## src/rtl/prio_pkg.sv

```systemverilog
package prio_pkg;
    // Default arbitration width; must be a power of two for modular rotation.
    localparam int DEF_LINES   = 8;
    // Line number that carries the downstream controller on a master.
    localparam int DEF_CASCADE = 2;
endpackage

```

## src/rtl/prio_rotate.sv

```systemverilog
// Circular rotation of a request-style vector by a line offset.
// INVERSE=0: out[p] = in[(p + ofs) mod LINES]   (physical -> level order)
// INVERSE=1: out[l] = in[(l - ofs) mod LINES]   (level -> physical order)
module prio_rotate #(
    parameter int LINES   = prio_pkg::DEF_LINES,
    parameter bit INVERSE = 1'b0,
    localparam int IDX_W  = $clog2(LINES)
) (
    input  logic [LINES-1:0] vec_i,
    input  logic [IDX_W-1:0] ofs_i,
    output logic [LINES-1:0] vec_o
);
    for (genvar g = 0; g < LINES; g++) begin : g_bit
        localparam logic [IDX_W-1:0] POS = IDX_W'(g);
        logic [IDX_W-1:0] src;
        if (INVERSE) begin : g_inv
            assign src = POS - ofs_i;
        end else begin : g_fwd
            assign src = POS + ofs_i;
        end
        assign vec_o[g] = vec_i[src];
    end
endmodule

```

## src/rtl/prio_first.sv

```systemverilog
// Lowest set bit position of a level-ordered vector; LINES when empty.
module prio_first #(
    parameter int LINES  = prio_pkg::DEF_LINES,
    localparam int LVL_W = $clog2(LINES) + 1
) (
    input  logic [LINES-1:0] vec_i,
    output logic [LVL_W-1:0] level_o
);
    always_comb begin
        level_o = LVL_W'(LINES);
        for (int i = LINES - 1; i >= 0; i--) begin
            if (vec_i[i]) begin
                level_o = LVL_W'(i);
            end
        end
    end
endmodule

```

## src/rtl/prio_encode.sv

```systemverilog
// Binary encode of a vector holding at most one set bit.
module prio_encode #(
    parameter int LINES  = prio_pkg::DEF_LINES,
    localparam int IDX_W = $clog2(LINES)
) (
    input  logic [LINES-1:0] hot_i,
    output logic [IDX_W-1:0] idx_o
);
    always_comb begin
        idx_o = '0;
        for (int i = 0; i < LINES; i++) begin
            if (hot_i[i]) begin
                idx_o = idx_o | IDX_W'(i);
            end
        end
    end
endmodule

```

## src/rtl/rot_prio_resolver.sv

```systemverilog
// Combinational rotating-priority interrupt arbiter.
module rot_prio_resolver #(
    parameter int LINES        = prio_pkg::DEF_LINES,
    parameter int CASCADE_LINE = prio_pkg::DEF_CASCADE,
    localparam int IDX_W       = $clog2(LINES),
    localparam int LVL_W       = IDX_W + 1
) (
    input  logic [LINES-1:0] req_vec,
    input  logic [LINES-1:0] mask_vec,
    input  logic [LINES-1:0] svc_vec,
    input  logic [IDX_W-1:0] rot_ofs,
    input  logic             nest_special,
    input  logic             is_master,
    output logic             irq_valid,
    output logic [IDX_W-1:0] irq_line
);
    localparam logic [LINES-1:0] CASCADE_BIT = LINES'(1) << CASCADE_LINE;

    // MASK stage
    logic [LINES-1:0] cand_phys;
    logic [LINES-1:0] svc_phys;
    logic             hide_cascade;

    assign hide_cascade = nest_special & is_master;
    assign cand_phys    = req_vec & ~mask_vec;
    assign svc_phys     = svc_vec & ~(hide_cascade ? CASCADE_BIT : '0);

    // ALIGN stage
    logic [LINES-1:0] cand_lvl;
    logic [LINES-1:0] svc_lvl;

    prio_rotate #(.LINES(LINES), .INVERSE(1'b0)) i_rot_cand (
        .vec_i(cand_phys), .ofs_i(rot_ofs), .vec_o(cand_lvl)
    );
    prio_rotate #(.LINES(LINES), .INVERSE(1'b0)) i_rot_svc (
        .vec_i(svc_phys), .ofs_i(rot_ofs), .vec_o(svc_lvl)
    );

    // PICK stage
    logic [LVL_W-1:0] cand_best;
    logic [LVL_W-1:0] svc_best;

    prio_first #(.LINES(LINES)) i_pick_cand (.vec_i(cand_lvl), .level_o(cand_best));
    prio_first #(.LINES(LINES)) i_pick_svc  (.vec_i(svc_lvl),  .level_o(svc_best));

    // RESTORE stage
    logic [LINES-1:0] win_lvl_hot;
    logic [LINES-1:0] win_phys_hot;

    assign win_lvl_hot = cand_lvl & (~cand_lvl + LINES'(1));

    prio_rotate #(.LINES(LINES), .INVERSE(1'b1)) i_rot_back (
        .vec_i(win_lvl_hot), .ofs_i(rot_ofs), .vec_o(win_phys_hot)
    );
    prio_encode #(.LINES(LINES)) i_enc (.hot_i(win_phys_hot), .idx_o(irq_line));

    // An empty candidate vector yields level LINES, which never beats svc_best.
    assign irq_valid = (cand_best < svc_best);
endmodule

```

## config.mk

```make
export PLATFORM = sky130hd
export DESIGN_NAME = rot_prio_resolver
export DESIGN_NICKNAME = d
export VERILOG_FILES = /design/src/rtl/prio_pkg.sv /design/src/rtl/prio_rotate.sv /design/src/rtl/prio_first.sv /design/src/rtl/prio_encode.sv /design/src/rtl/rot_prio_resolver.sv
export SDC_FILE = /design/constraint.sdc
export NUM_CORES = 1
export LEC_CHECK = 0
export BUFFER_PORTS_ARGS = -buffer_cell sky130_fd_sc_hd__buf_2
export CAP_MARGIN = 10
export CORE_MARGIN = 10
export CORE_UTILIZATION = 40
export DETAILED_ROUTE_END_ITERATION = 12
export SETUP_SLACK_MARGIN = 0.05
export SLEW_MARGIN = 30
export SYNTH_ARGS = -nofsm -noshare
export SYNTH_HDL_FRONTEND = slang
export SYNTH_SLANG_ARGS = --single-unit
```

## constraint.sdc

```tcl
create_clock -name vclk -period 14.3
set_input_delay 2.86 -clock vclk [all_inputs]
set_output_delay 2.86 -clock vclk [all_outputs]
set_load 0.01 [all_outputs]
```

==> metrics.cfg, run 1 <==
[global_route]
grt_pass1_vias=1629
grt_antenna_before_repair=0
overflow=0
grt.total_usage_pct=13.0
grt_pass1_wl_um=8110
grt_start_max_net_pins=37

[sta]
finalCriticalPeriod_ns=9.45
slew_viol_final=0
setup_ws_ns=4.85
fmax_ghz=0.106
tns_ns=0
setup_viol=0
slew_headroom_pct=45.4
finalHoldViolations=0
fin_crit_sh_pct=66.1
worst-slew-pin-transition_ns=0.819
rsz0062_at_grt=false

[placed_design]
dp_hpwl_um=3870
gp_congestion=0.930
numPortBuffers=33
place_ws_ns=4.86

[route]
wirelength_um=4910
wl_per_cell_um=18.3
drc=0
via_per_inst=6.52
initialDrtViolationCount=219
drtPass1Iterations=5
final_antenna_net_count=0
route.vias.total=1755

[critical_path]
crit_end=irq_valid
end_kind=primary output
required_ns=11.44
crit_arrival_ns=6.59
cp-startpoint=rot_ofs[0]
slowest_stage=buf_2
crit_chain=buf_2 > inv_6 > ha_1 > xor2_1 > mux4_2 > o211ai_1 > nand3b_1 > nand2_1 > a311oi_1 > ha_1 > o21ai_0 > nand2b_1 > a21oi_1 > a41o_1 > buf_2
startpoint_type=input port
path_class=in2out
critPathMaxStageDelay_ns=0.62
cp_max_fo=36

[hold_path]
hold_path_class=in2out

[synthesis]
yosysTopAreaCell=mux4_2
synth_fp_nets=232
syn_inst=198
postSynthAreaPerCell_um2=8.34
netlist_top_cells_area=mux4_2 19%, mux2i_1 11%, nor2_1 4.1%
syn_area_um2=1650
synth.top_cell.area_share_pct=19.1
synth_warnings=0
ys_types=60
seq_area_frac_synth_pct=0

[final_layout]
final_common_cell=buf_2
layout_common_cells=33 x buf_2, 18 x mux2i_1, 18 x nor2_1
seq_area_um2=0
area_growth_pct=9.02
fillers=404
layout-drive-gt1-share_pct=27.9
seq_cell_count=0
clkbuf_count=0
antenna_cells=0
fin_nets=255

[pwr]
leakagePower_nw=0.702
peakVddDrop_mv=0.0271
power_density_nw_per_um2=50.2

[floorplan]
num_io_pins=33
dieArea_um2=7100
die_w_um=84.3
start_util_pct=41.3
coreArea_um2=4000
fp-row-count=23
die_h_um=84.3

[cts]
cts_hold_repair.buffers=0
postCtsSetupBuffers=0
post_cts_resized=0

[flow_run]
cap_violations=0

[run_status]
outcome=finished, final reports clean

==> worst min path at each step <==
stage                startpoint     endpoint  slack [ns]  depth (start not counted)
finish               rot_ofs[1]  irq_line[1]        6.38                          4
floorplan           mask_vec[4]  irq_line[0]        6.21                          5
CTS                  rot_ofs[1]  irq_line[1]        6.39                          4
global placement     rot_ofs[1]  irq_line[1]        6.39                          4
global route         rot_ofs[1]  irq_line[1]        6.43                          4
detailed placement   rot_ofs[1]  irq_line[1]        6.39                          4
==> final cells by class <==
class	instances	area (um^2)	share of cell area (%)
Timing Repair Buffer	33	165	9.17
Tap cell	50	62.6	3.47
Multi-Input combinational cell	178	1540	85.4
Inverter	8	35.0	1.95
==> kinds of logic after synthesis <==
| group | count (synthesis) | synth area share, % |
|---|---|---|
| AO/OA/AOI/OAI | 57 | 25.8 |
| XOR/XNOR | 5 | 4.70 |
| adder cells (fa/ha/maj) | 5 | 3.79 |
| buffers and inverters | 20 | 6.89 |
| multiplexers | 36 | 33.9 |
| AND/OR/NAND/NOR | 75 | 24.9 |
==> per-stage QoR <==
step / hold WS (ns) / std cells / cell area, um^2 / total power (W) / util [%]
after floorplan: 6.21 / 198 / 1650 / 0.0000673 / -
after global placement: 6.39 / 269 / 1800 / 0.0000890 / 45.0
after detailed placement: 6.39 / 269 / 1800 / 0.0000893 / 45.0
after CTS: 6.39 / 269 / 1800 / 0.0000895 / 45.0
after global routing: 6.43 / 269 / 1800 / 0.0000990 / 45.0
final: 6.38 / 269 / 1800 / 0.0000904 / 45.0
==> power by group <==
group / total, W / internal, W / switching [W]
sequential: 0 / 0 / 0
clock: 0 / 0 / 0
combinational: 0.0000904 / 0.0000387 / 0.0000517
total: 0.0000904 / 0.0000387 / 0.0000517
==> per-layer routing <==
| layer | wire length (um) | up-vias | global-route usage [%] | part of all wire [%] |
|---|---|---|---|---|
| met2 | 2370 | 90 | 22.7 | 48 |
| met4 | 22 | 0 | 1.07 | 0.45 |
| met3 | 310 | 6 | 0.580 | 6.3 |
| met5 | 0 | - | 0 | 0 |
| li1 | - | 843 | - | - |
| met1 | 2210 | 816 | 17.6 | 45 |
==> critical path: cells and delay by family <==
kind            cells  cell delay [ns]
mux                 1             0.38
simple gates        3             0.35
compound gates      5             1.04
buf+inv             3             0.92
xor+xnor            1             0.44
fa+ha+maj           2             0.58
==> Yosys cell counts (3+ instances only) <==
master and instances:
o22ai_1 4, nand2_1 16, o21ai_0 5, a211oi_1 7, a21oi_1 8, and2_1 3, ha_1 5, clkbuf_1 6
inv_1 5, mux4_2 14, o211ai_1 9, mux2i_1 18, nand4_1 5, nor2_1 18, nand2b_1 4, nor2b_1 8
or3_1 4
(Power assumes the default switching activity.)
==> run 2: changes to the inputs <==
==> constraint.sdc (replaced) <==
create_clock -name vclk -period 7.6
set_input_delay 1.52 -clock vclk [all_inputs]
set_output_delay 1.52 -clock vclk [all_outputs]
set_load 0.01 [all_outputs]
==> metrics.cfg, run 2 (synthesis gave the netlist of run 1 again) <==
[cts]
cts_hold_repair.buffers=0
postCtsSetupBuffers=0
post_cts_resized=0

[final_layout]
seq_cell_count=0
antenna_cells=0
layout-drive-gt1-share_pct=28.5
clkbuf_count=0
final_common_cell=buf_2
seq_area_um2=0
fin_nets=257
area_growth_pct=9.92
layout_common_cells=33 x buf_2, 18 x mux2i_1, 18 x nor2_1
fin_area_um2=1820

[route]
wl_per_cell_um=18.3
initialDrtViolationCount=216
drtPass1Iterations=4
drc=0
wirelength_um=4970
via_per_inst=6.46
route.vias.total=1750
final_antenna_net_count=0

[floorplan]
fp-row-count=23
num_io_pins=33
start_util_pct=41.3
die_h_um=84.3
dieArea_um2=7100
coreArea_um2=4000
die_w_um=84.3

[global_route]
grt_antenna_before_repair=0
grt_pass1_vias=1712
overflow=0
grt_pass1_wl_um=8370
grt_start_max_net_pins=36
grt.total_usage_pct=13.1

[pwr]
leakagePower_nw=0.712
peakVddDrop_mv=0.0630
power_density_nw_per_um2=94.4

[critical_path]
end_kind=primary output
path_class=in2out
cp_max_fo=18
startpoint_type=input port
required_ns=6.08
crit_arrival_ns=5.18

[hold_path]
hold_path_class=in2out

[sta]
slew_headroom_pct=60.3
finalHoldViolations=0
slew_viol_final=0
setup_viol=0
fmax_ghz=0.149
worst-slew-pin-transition_ns=0.595
rsz0062_at_grt=false
finalCriticalPeriod_ns=6.70
tns_ns=0
fin_crit_sh_pct=88.1

[placed_design]
gp_congestion=0.934
dp_hpwl_um=3900
numPortBuffers=33
postPlaceCellArea_um2=1820

[flow_run]
cap_violations=0

[run_status]
outcome=finished, final reports clean

run 2: path summary, 6_finish.rpt:
path | startpoint | end | slack, ns | cells after the start
max | rot_ofs[1] | irq_valid | 0.90 | 15
min | rot_ofs[1] | irq_line[1] | 3.72 | 4
run 2: final cells by class:
cell class                 instances  area, um^2
fill                             395        2180
multi-input combinational        178        1540
inverter                           8        35.0
timing repair buffer              35         180
tap                               50        62.6
run 2: through the flow:
step           total power, W  hold slack, ns  std cells  util (%)  setup WS, ns
2_1_floorplan        0.000127            3.53        198         -          1.65
3_3_place_gp         0.000171            3.71        271      45.4         0.950
3_5_place_dp         0.000169            3.73        271      45.4         0.942
4_1_cts              0.000170            3.73        271      45.4         0.919
5_1_grt              0.000188            3.80        271      45.4         0.610
6_report             0.000171            3.72        271      45.4         0.901
run 2: where the power goes:
part           switching (W)  leakage [nW]  internal, W
logic              0.0000973         0.712    0.0000741
registers                  0             0            0
clock network              0             0            0
total              0.0000973         0.712    0.0000741
run 2: routing by layer:
layer	part of all wire [%]	wire length (um)	GRT usage, %
met1	44	2170	18.7
met4	1.3	66	2.13
met2	49	2410	21.6
met5	0	0	0
met3	6.4	319	0.290
run 2: worst max-delay path, stage by stage:
cell      delay [ns]
buf_2           0.34
inv_1           0.33
ha_1            0.33
xor2_1          0.43
mux4_2          0.38
o211ai_1        0.40
nand3b_1        0.21
nand2_1         0.07
a311oi_1        0.30
ha_1            0.27
o21ai_0         0.15
nand2b_1        0.07
a21oi_1         0.14
a41o_1          0.10
buf_2           0.12
